## src/rtl/psram_pkg.sv

```systemverilog
package psram_pkg;
    typedef enum logic [1:0] {
        OP_RD     = 2'b00,
        OP_WR     = 2'b01,
        OP_BURST  = 2'b10,
        OP_RD_ALT = 2'b11
    } op_e;

    typedef enum logic [2:0] {
        S_PWRUP,
        S_IDLE,
        S_RD,
        S_GAP,
        S_WR,
        S_WHOLD
    } state_e;
endpackage

```

## src/rtl/psram_timer.sv

```systemverilog
module psram_timer #(
    parameter int W    = 8,
    parameter int INIT = 0
) (
    input  logic         clk,
    input  logic         rst_n,
    input  logic         ld,
    input  logic [W-1:0] ld_val,
    output logic         done
);
    logic [W-1:0] cnt_d, cnt_q;

    always_comb begin
        cnt_d = cnt_q;
        if (ld)
            cnt_d = ld_val;
        else if (cnt_q != '0)
            cnt_d = cnt_q - 1'b1;
    end

    always_ff @(posedge clk or negedge rst_n) begin
        if (!rst_n) cnt_q <= W'(INIT);
        else        cnt_q <= cnt_d;
    end

    assign done = (cnt_q == '0);
endmodule

```

## src/rtl/psram_ce_guard.sv

```systemverilog
module psram_ce_guard #(
    parameter int CEMAX_CYC = 200,
    parameter int PAGE_CYC  = 1
) (
    input  logic clk,
    input  logic rst_n,
    input  logic ce_n,
    output logic room
);
    localparam int GW = $clog2(CEMAX_CYC + PAGE_CYC + 2) + 1;

    logic [GW-1:0] low_d, low_q;

    // low_q counts earlier low cycles of the current run; saturates at the ceiling
    always_comb begin
        low_d = low_q;
        if (ce_n)
            low_d = '0;
        else if (low_q < GW'(CEMAX_CYC))
            low_d = low_q + 1'b1;
    end

    always_ff @(posedge clk or negedge rst_n) begin
        if (!rst_n) low_q <= '0;
        else        low_q <= low_d;
    end

    // current cycle plus one more intrapage access must still fit
    assign room = (low_q + GW'(PAGE_CYC + 1)) <= GW'(CEMAX_CYC);
endmodule

```

## src/rtl/psram_page_step.sv

```systemverilog
module psram_page_step #(
    parameter int ADDR_W = 22,
    parameter int PAGE_W = 4
) (
    input  logic [ADDR_W-1:0] addr,
    output logic [ADDR_W-1:0] nxt,
    output logic              page_last
);
    assign nxt       = addr + 1'b1;
    assign page_last = &addr[PAGE_W-1:0];
endmodule

```

## src/rtl/psram_page_ctrl.sv

```systemverilog
module psram_page_ctrl #(
    parameter int ADDR_W    = 22,
    parameter int DATA_W    = 16,
    parameter int LEN_W     = 8,
    parameter int PAGE_W    = 4,
    parameter int PWRUP_CYC = 7500,
    parameter int RAND_CYC  = 4,
    parameter int PAGE_CYC  = 1,
    parameter int WR_CYC    = 4,
    parameter int CEMAX_CYC = 200
) (
    input  logic                  clk,
    input  logic                  rst_n,
    input  logic                  req_valid,
    output logic                  req_ready,
    input  logic [1:0]            req_op,
    input  logic [ADDR_W-1:0]     req_addr,
    input  logic [DATA_W/8-1:0]   req_be,
    input  logic [DATA_W-1:0]     req_wdata,
    input  logic [LEN_W-1:0]      req_len,
    output logic                  rd_valid,
    output logic [DATA_W-1:0]     rd_data,
    output logic                  mem_ce_n,
    output logic                  mem_oe_n,
    output logic                  mem_we_n,
    output logic [DATA_W/8-1:0]   mem_be_n,
    output logic [ADDR_W-1:0]     mem_addr,
    output logic [DATA_W-1:0]     mem_dq_o,
    output logic                  mem_dq_oe,
    input  logic [DATA_W-1:0]     mem_dq_i
);
    import psram_pkg::*;

    localparam int BE_W = DATA_W / 8;
    localparam int M1   = (PWRUP_CYC > RAND_CYC) ? PWRUP_CYC : RAND_CYC;
    localparam int M2   = (M1 > WR_CYC) ? M1 : WR_CYC;
    localparam int M3   = (M2 > PAGE_CYC) ? M2 : PAGE_CYC;
    localparam int TW   = $clog2(M3 + 1);
    localparam logic [TW-1:0] LD_RAND = TW'(RAND_CYC - 1);
    localparam logic [TW-1:0] LD_PAGE = TW'(PAGE_CYC - 1);
    localparam logic [TW-1:0] LD_WR   = TW'(WR_CYC - 1);

    typedef struct packed {
        state_e            st;
        logic [ADDR_W-1:0] addr;
        logic [BE_W-1:0]   be;
        logic [BE_W-1:0]   be_n;
        logic [DATA_W-1:0] wdata;
        logic [LEN_W-1:0]  left;
        logic              ce_n;
        logic              oe_n;
        logic              we_n;
        logic              dq_oe;
        logic              rvalid;
        logic [DATA_W-1:0] rdata;
    } ctl_t;

    ctl_t d, q;

    logic              tmr_ld;
    logic [TW-1:0]     tmr_val;
    logic              tmr_done;
    logic              ce_room;
    logic [ADDR_W-1:0] nxt_addr;
    logic              page_last;
    logic [DATA_W-1:0] lane_mask;

    psram_timer #(.W(TW), .INIT(PWRUP_CYC - 1)) u_timer (
        .clk    (clk),
        .rst_n  (rst_n),
        .ld     (tmr_ld),
        .ld_val (tmr_val),
        .done   (tmr_done)
    );

    psram_ce_guard #(.CEMAX_CYC(CEMAX_CYC), .PAGE_CYC(PAGE_CYC)) u_guard (
        .clk   (clk),
        .rst_n (rst_n),
        .ce_n  (q.ce_n),
        .room  (ce_room)
    );

    psram_page_step #(.ADDR_W(ADDR_W), .PAGE_W(PAGE_W)) u_step (
        .addr      (q.addr),
        .nxt       (nxt_addr),
        .page_last (page_last)
    );

    for (genvar l = 0; l < BE_W; l++) begin : g_lane
        assign lane_mask[l*8 +: 8] = {8{q.be[l]}};
    end

    always_comb begin
        d        = q;
        d.rvalid = 1'b0;
        tmr_ld   = 1'b0;
        tmr_val  = '0;
        case (q.st)
            S_PWRUP: begin
                if (tmr_done) d.st = S_IDLE;
            end
            S_IDLE: begin
                if (req_valid) begin
                    d.addr  = req_addr;
                    d.be    = req_be;
                    d.be_n  = ~req_be;
                    d.wdata = req_wdata;
                    d.ce_n  = 1'b0;
                    tmr_ld  = 1'b1;
                    if (op_e'(req_op) == OP_WR) begin
                        d.st    = S_WR;
                        d.we_n  = 1'b0;
                        d.dq_oe = 1'b1;
                        d.left  = '0;
                        tmr_val = LD_WR;
                    end else begin
                        d.st    = S_RD;
                        d.oe_n  = 1'b0;
                        d.left  = (op_e'(req_op) == OP_BURST) ? req_len : '0;
                        tmr_val = LD_RAND;
                    end
                end
            end
            S_RD: begin
                if (tmr_done) begin
                    d.rdata  = mem_dq_i & lane_mask;
                    d.rvalid = 1'b1;
                    if (q.left == '0) begin
                        d.st   = S_IDLE;
                        d.ce_n = 1'b1;
                        d.oe_n = 1'b1;
                        d.be_n = '1;
                    end else begin
                        d.left = q.left - 1'b1;
                        d.addr = nxt_addr;
                        if (!page_last && ce_room) begin
                            tmr_ld  = 1'b1;
                            tmr_val = LD_PAGE;
                        end else begin
                            d.st   = S_GAP;
                            d.ce_n = 1'b1;
                            d.oe_n = 1'b1;
                            d.be_n = '1;
                        end
                    end
                end
            end
            S_GAP: begin
                d.st    = S_RD;
                d.ce_n  = 1'b0;
                d.oe_n  = 1'b0;
                d.be_n  = ~q.be;
                tmr_ld  = 1'b1;
                tmr_val = LD_RAND;
            end
            S_WR: begin
                if (tmr_done) begin
                    d.st   = S_WHOLD;
                    d.ce_n = 1'b1;
                    d.we_n = 1'b1;
                    d.be_n = '1;
                end
            end
            S_WHOLD: begin
                d.st    = S_IDLE;
                d.dq_oe = 1'b0;
            end
            default: d.st = S_IDLE;
        endcase
    end

    always_ff @(posedge clk or negedge rst_n) begin
        if (!rst_n) begin
            q        <= '0;
            q.st     <= S_PWRUP;
            q.ce_n   <= 1'b1;
            q.oe_n   <= 1'b1;
            q.we_n   <= 1'b1;
            q.be_n   <= '1;
        end else begin
            q <= d;
        end
    end

    assign req_ready = (q.st == S_IDLE);
    assign rd_valid  = q.rvalid;
    assign rd_data   = q.rdata;
    assign mem_ce_n  = q.ce_n;
    assign mem_oe_n  = q.oe_n;
    assign mem_we_n  = q.we_n;
    assign mem_be_n  = q.be_n;
    assign mem_addr  = q.addr;
    assign mem_dq_o  = q.wdata;
    assign mem_dq_oe = q.dq_oe;
endmodule

```

## config.mk

```make
export PLATFORM = sky130hd
export DESIGN_NAME = psram_page_ctrl
export DESIGN_NICKNAME = d
export VERILOG_FILES = /design/src/rtl/psram_pkg.sv /design/src/rtl/psram_timer.sv /design/src/rtl/psram_ce_guard.sv /design/src/rtl/psram_page_step.sv /design/src/rtl/psram_page_ctrl.sv
export SDC_FILE = /design/constraint.sdc
export NUM_CORES = 1
export LEC_CHECK = 0
export BUFFER_PORTS_ARGS = -buffer_cell sky130_fd_sc_hd__buf_2
export CELL_PAD_IN_SITES_DETAIL_PLACEMENT = 0
export CELL_PAD_IN_SITES_GLOBAL_PLACEMENT = 1
export CORE_UTILIZATION = 44
export CTS_CLUSTER_DIAMETER = 60
export CTS_CLUSTER_SIZE = 30
export DETAILED_ROUTE_END_ITERATION = 6
export PLACE_DENSITY_LB_ADDON = 0.1
export RECOVER_POWER = 100
export SYNTH_ARGS = -nofsm -noshare
export SYNTH_HDL_FRONTEND = slang
export SYNTH_HIERARCHICAL = 1
export SYNTH_SLANG_ARGS = --single-unit
```

## constraint.sdc

```tcl
create_clock -name clk -period 5.25 [get_ports clk]
set_clock_uncertainty 0.15 [all_clocks]
set_input_delay 0.525 -clock clk [delete_from_list [all_inputs] [get_ports clk]]
set_output_delay 0.525 -clock clk [all_outputs]
set_load 0.02 [all_outputs]
```

# Word-level counts from Yosys, hierarchy flattened
# Index checks and enable logic that the tools add are counted.
# W data, S select, Z words.
classes:
  n_addsub: 5
  n_mul: 0
  div_mod_pow: 0
  n_lt_le_gt_ge: 2
  n_eq_ne: 15
  shift: 0
  mux: 40
  bitwise: 3
  n_reduce_logical: 22
op_table:
  columns: ["cell", "n"]
  rows:
  - ["$mux W57", 1]
  - ["$pmux W22 S2", 1]
  - ["$mux W17", 2]
  - ["$mux W13", 2]
  - ["$mux W25", 1]
  - ["$mux W8", 3]
  - ["$add A22 B1 Y22 const B", 1]
  - ["$mux W22", 1]
  - ["$mux W9", 2]
  - ["$and A16 B16 Y16", 1]
  - ["$pmux W8 S2", 1]
  - ["$mux W3", 5]
  - ["$pmux W3 S5", 1]
  - ["$reduce_and A5 Y1", 3]
  - ["$logic_not A13 Y1", 1]
  - ["$reduce_bool A13 Y1", 1]
  - ["$sub A13 B1 Y13 const B", 1]
  - ["$mux W2", 6]
  - ["$ne A2 B2 Y1 const B", 6]
  - ["$reduce_and A4 Y1", 3]
  - ["$mux W10", 1]
  - ["$reduce_bool A2 Y1", 5]
  - ["$add A9 B1 Y9 const B", 1]
  - ["$add A9 B2 Y9 const B", 1]
  - ["25 further kinds", 36]
totals:
  ff_bits: 96
  latch_bits: 0
  mem_bits_rw: 0
  rom_bits: 0
  inputBits: 69
  out_inout_bits: 62
  elab_cells: 101
  memories: 0

# Longest topological paths before layout
logic_depth:
  depth_word: 8
  ltp_mapped: 12
  ltp_nobuf: 10

# Hierarchy
# The synthesis kept the hierarchy.
by_module_without_submodules:
  columns: ["mod", "instances", "cells_each", "area_each_um2", "seq_area_each_um2"]
  rows:
  - ["psram_page_ctrl", 1, 453, 4127.7, 1858.0]
  - ["psram_timer", 1, 82, 777.0, 335.3]
  - ["psram_ce_guard", 1, 52, 504.2, 225.2]
  - ["psram_page_step", 1, 53, 416.6, 0.0]

# Worst setup path after synthesis
# No wires, ideal clock.
synth_timing:
  kind: "reg-to-reg"
  start: "register u_timer.cnt_q[0]"
  end: "register q, in the netlist rd_data[10]"
  setup_ns: 0.117
  arrival_time_ns: 2.191
  required_time_ns: 4.983
  path_slack_ns: 2.792
  stages_incl_launch_ff: 13
  path_buffers: 2
  period_less_slack_ns: 2.458
  path_cell_list: "dfstp_2 -> inv_1 -> ha_1 -> nor3b_1 -> nand4b_1 -> inv_2 -> clkbuf_2 -> nor2b_1 -> nand2_1 -> clkinv_1 -> buf_2 -> nand3_1 -> nand2_1"
synth_via:
  elab_chain_len: 2
synth_lines:
  columns: ["item", "line", "rtl"]
  rows:
  - ["start: declaration", "psram_timer.sv:11", "logic [W-1:0] cnt_d, cnt_q;"]
  - ["start signal: assignment", "psram_timer.sv:22", "if (!rst_n) cnt_q <= W'(INIT);"]
  - ["start signal: assignment", "psram_timer.sv:23", "else cnt_q <= cnt_d;"]
  - ["$logic_not A13 Y1", "psram_timer.sv:26", "assign done = (cnt_q == '0);"]
  - ["net tmr_done", "psram_page_ctrl.sv:62", "logic tmr_done;"]
  - ["$reduce_and A2 Y1 (no source line)", null, null]
  - ["end: declaration", "psram_page_ctrl.sv:58", "ctl_t d, q;"]
# The timed path passes the listed nets, and every way through them passes these cells.
# A chain may end at the register's enable or synchronous reset.

# Final worst setup path
layout_timing:
  start: "register u_timer.cnt_q[5]"
  end: "register q, in the netlist mem_addr[18]"
layout_via:
  elab_chain_len: 3
layout_lines:
  columns: ["item", "line"]
  rows:
  - ["$logic_not A13 Y1", "psram_timer.sv:26"]
  - ["net tmr_done", "psram_page_ctrl.sv:62"]
  - ["$ne A2 B2 Y1 (no source line)", null]
  - ["$reduce_and A4 Y1 (no source line)", null]
# The timed path passes the listed nets, and every way through them passes these cells.

==> summary.md <==
| Metric | Value |
|---|---|
| Root Driver | `clkbuf_16` |
| Post-synthesis cell type count | `76` |
| Final period util | `74.1%` |
| Post-layout min period | `between 3000 and 4000 ps` |
| Sequential fraction of the synthesis area | `41.5%` |
| Hold Buf Count CTS | `0` |
| Worst setup endpoint | `mem_addr[18]` |
| Dominant cell type by area after synthesis | `dfrtp_1` |
| Slew @ Worst Pin | `between 2000 and 2500 ps` |
| Final slew viol count | `70` |
| Vias in the first global route | `approximately 4200` |
| I/O Buffers | `130` |
| Die area | `roughly 14000 sq um` |
| Slowest stage delay, CP | `roughly 1400 ps` |
| Final ANT Viol Nets | `0` |
| Required @ worst endpoint | `roughly 5300 ps` |
| Share of layout cells above drive strength 1 | `between 10% and 20%` |
| TritonCTS Buffers | `9` |
| H-Tree Depth | `3` |
| Slowest CP cell | `a21oi_2` |
| Mux contribution to synthesized area | `5.22%` |
| Clock Latency Late Sink | `350 ps` |
| Violated checks | `capacitance limit, slew limit` |
| Placeable Area | `between 10000 and 15000 sq um` |
| Crit path cell chain | `nor4_1, nand4b_1, inv_1, nor2_1, a21oi_2, mux2i_1` |
| Final Hold Fails | `0` |
| Area fraction in compound gates after synthesis | `11.0%` |
| Yosys top cell area share | `a little over a third` |
| Grt total ovfl | `0` |
| Synth-to-Final Area Change | `9.43%` |
| Xor/xnor share of the synthesized area | `~4.7%` |
| DRC marker count from the first detailed-route iteration | `between 200 and 250` |
| Leakage | `2.92 nW` |
| Detailed Routing Iterations Pass 1 | `4` |
| Worst EP arrival | `slightly below 4000 ps` |
| RD Place Congestion | `0.806` |
| Number of synthesized flops with an enable pin | `0` |
| Initial antenna violation count | `0` |
| Die height | `~120 um` |
| Worst Setup SP | `u_timer/cnt_q[5]` |
| Slew margin rel. | `-45.2%` |
| Row count | `41` |
| Routed length per placed instance | `14.7 um` |
| Most frequent cells in the layout | `nand2_1, dfrtp_1, buf_2` |
| Setup Buffers After CTS | `0` |
| Total negative slack | `0 ps` |
| CTS resizes | `0` |
| # diodes | `0` |
| Hold crit path type | `in -> reg` |
| Flop-to-flop setup slack | `around 1400 ps` |
| Io pins | `around 130` |
| Tot Pwr | `between 2 and 3 mW` |
| Peak VDD IR | `0.000188 V` |
| Critical R2R Launch | `u_timer/cnt_q[5]` |
| Async SR Flop Fraction | `100%` |
| Commonest non-fill, non-tap cell in the layout | `nand2_1` |
| Final setup fails | `0` |
| Final wirelength | `about 13000 um` |
| Worst reg2reg path depth | `6` |
| Drc violations | `0` |
| Global-route wire length before repair | `between 20000 and 25000 um` |
| Die width | `117 um` |
| Synth Area in Adders | `~1.1%` |
| Pwr/cell area | `around 420 nW/um^2` |
| Max Fclk | `approximately 260 MHz` |
| Post-DP HPWL | `a little under 9000 um` |
| R2r endpoint | `mem_addr[18]` |
| TritonCTS Sinks | `96` |
| GRT Util Overall | `roughly a fifth` |
| CTS tree | `done` |
| #FFs+latches synth | `96` |
| Deepest clock path buffer count | `2` |
| RSZ-0062 raised after global routing | `false` |
| Area contributors post-synth | `dfrtp_1, buf_4, nand2_1, dfstp_2, mux2i_1` |
| Synth warnings | `6` |
| Critical Setup Path Class | `reg -> reg` |
| Via count | `around 4500` |
| Starting Density | `45.6%` |
| Largest net degree at the start of global routing | `57` |
| Gate Count Post-Synth | `between 600 and 700` |
| Critical path fanouts, max | `27` |
| Setup crit end kind | `register` |
| CTS clk-pin slew, worst paths | `70 ps` |
| Mapped Area | `~5800 sq um` |
| Worst setup SP type | `register` |
| Synth Flop Type | `dfrtp_1` |
| Max cap viols | `2` |
| Mean post-synth cell area | `just over 9 sq um` |
| Vias per cell | `a little over 5` |
| Status | `complete, but fails checks` |
| Largest family of logic cells by synthesized area | `simple AND/OR/NAND/NOR gates` |
| Final nets | `781` |
| Simple-gate share of the synthesized area | `a little under a quarter` |
## worst min path at each step
stage | start | end | slack [ps] | cells after the start
2_1_floorplan | rst_n | lane_mask[0] | 80 | 0
3_3_place_gp | rd_data[9] | rd_data[9] | 300 | 2
3_5_place_dp | rd_data[11] | rd_data[11] | 300 | 2
4_1_cts | rst_n | u_guard/low_q[1] | 4 | 1
5_1_grt | req_wdata[13] | mem_dq_o[13] | 200 | 3
6_report | req_wdata[10] | mem_dq_o[10] | 220 | 3
## Yosys cell counts, types with 5 or more instances
cell type  instances
nand2_1          111
dfrtp_1           83
buf_4             61
inv_1             39
a21oi_1           36
nand3_1           33
mux2i_1           24
and3_1            23
xnor2_1           22
clkbuf_1          18
nor2_1            18
o21ai_0           18
dfstp_2           13
xor2_1             9
nand2b_1           7
nor2b_1            6
ha_1               5
nand4_1            5
o31ai_1            5
## flip-flops by register name, summed over array words and instances, names as in the netlist, 2 cells and up
name and cells:
lane_mask 2, rd_data 16, mem_dq_o 16, q 11
mem_addr 22, mem_be_n 2, u_guard/low_q 9, u_timer/cnt_q 13
## cells by family after synthesis
group / Yosys count
AND/OR/NAND/NOR: 253
multiplexers: 29
XOR/XNOR: 31
AO/OA/AOI/OAI: 98
adder cells (fa/ha/maj): 5
buffers and inverters: 127
other: 1
flip-flops: 96
## final cells by class
class                   count  area (sq um)
clock buffers              13           270
inverters                  41           154
clock inverters             3          40.0
flip-flops and latches     96          2420
repair buffers            132           584
well taps                 172           215
multi-input cells         427          2690
fillers                  1241          6400
## power breakdown
group	leakage, nW	total [mW]	switching [mW]	internal (mW)
Sequential	1.15	1.20	0.249	0.952
Combinational	1.61	0.788	0.458	0.331
Clock	0.156	0.688	0.281	0.407
## critical path: cells and delay by family, from the launching register on
family | cells | cell delay (ps)
DFF | 1 | 420
muxes | 1 | 240
AOI/OAI and AO/OA | 1 | 1380
and+or+nand+nor | 3 | 1090
buffers and inverters | 1 | 410
## routing by layer
| layer | GRT usage [%] | part of all wire [%] | up-vias |
|---|---|---|---|
| met5 | 0 | 0 | - |
| met4 | 4.22 | 0.58 | 0 |
| met3 | 6.33 | 5.5 | 5 |
| met2 | 31.1 | 46 | 115 |
| met1 | 27.0 | 48 | 2140 |
| li1 | - | - | 2244 |
## per-stage QoR
stage          setup slack [ps]  cells  instance area (sq um)  util, %  hold slack (ps)
6_report                   1360    884                   6370     49.9              217
5_1_grt                    1020    884                   6370     49.9              199
4_1_cts                    1900    884                   6490     50.8             4.20
3_5_place_dp               1920    868                   6180     48.4              304
3_3_place_gp               1970    868                   6180     48.4              301
2_1_floorplan              2790    650                   5860        -             79.4
No activity file was read; power rests on OpenSTA's default activity.
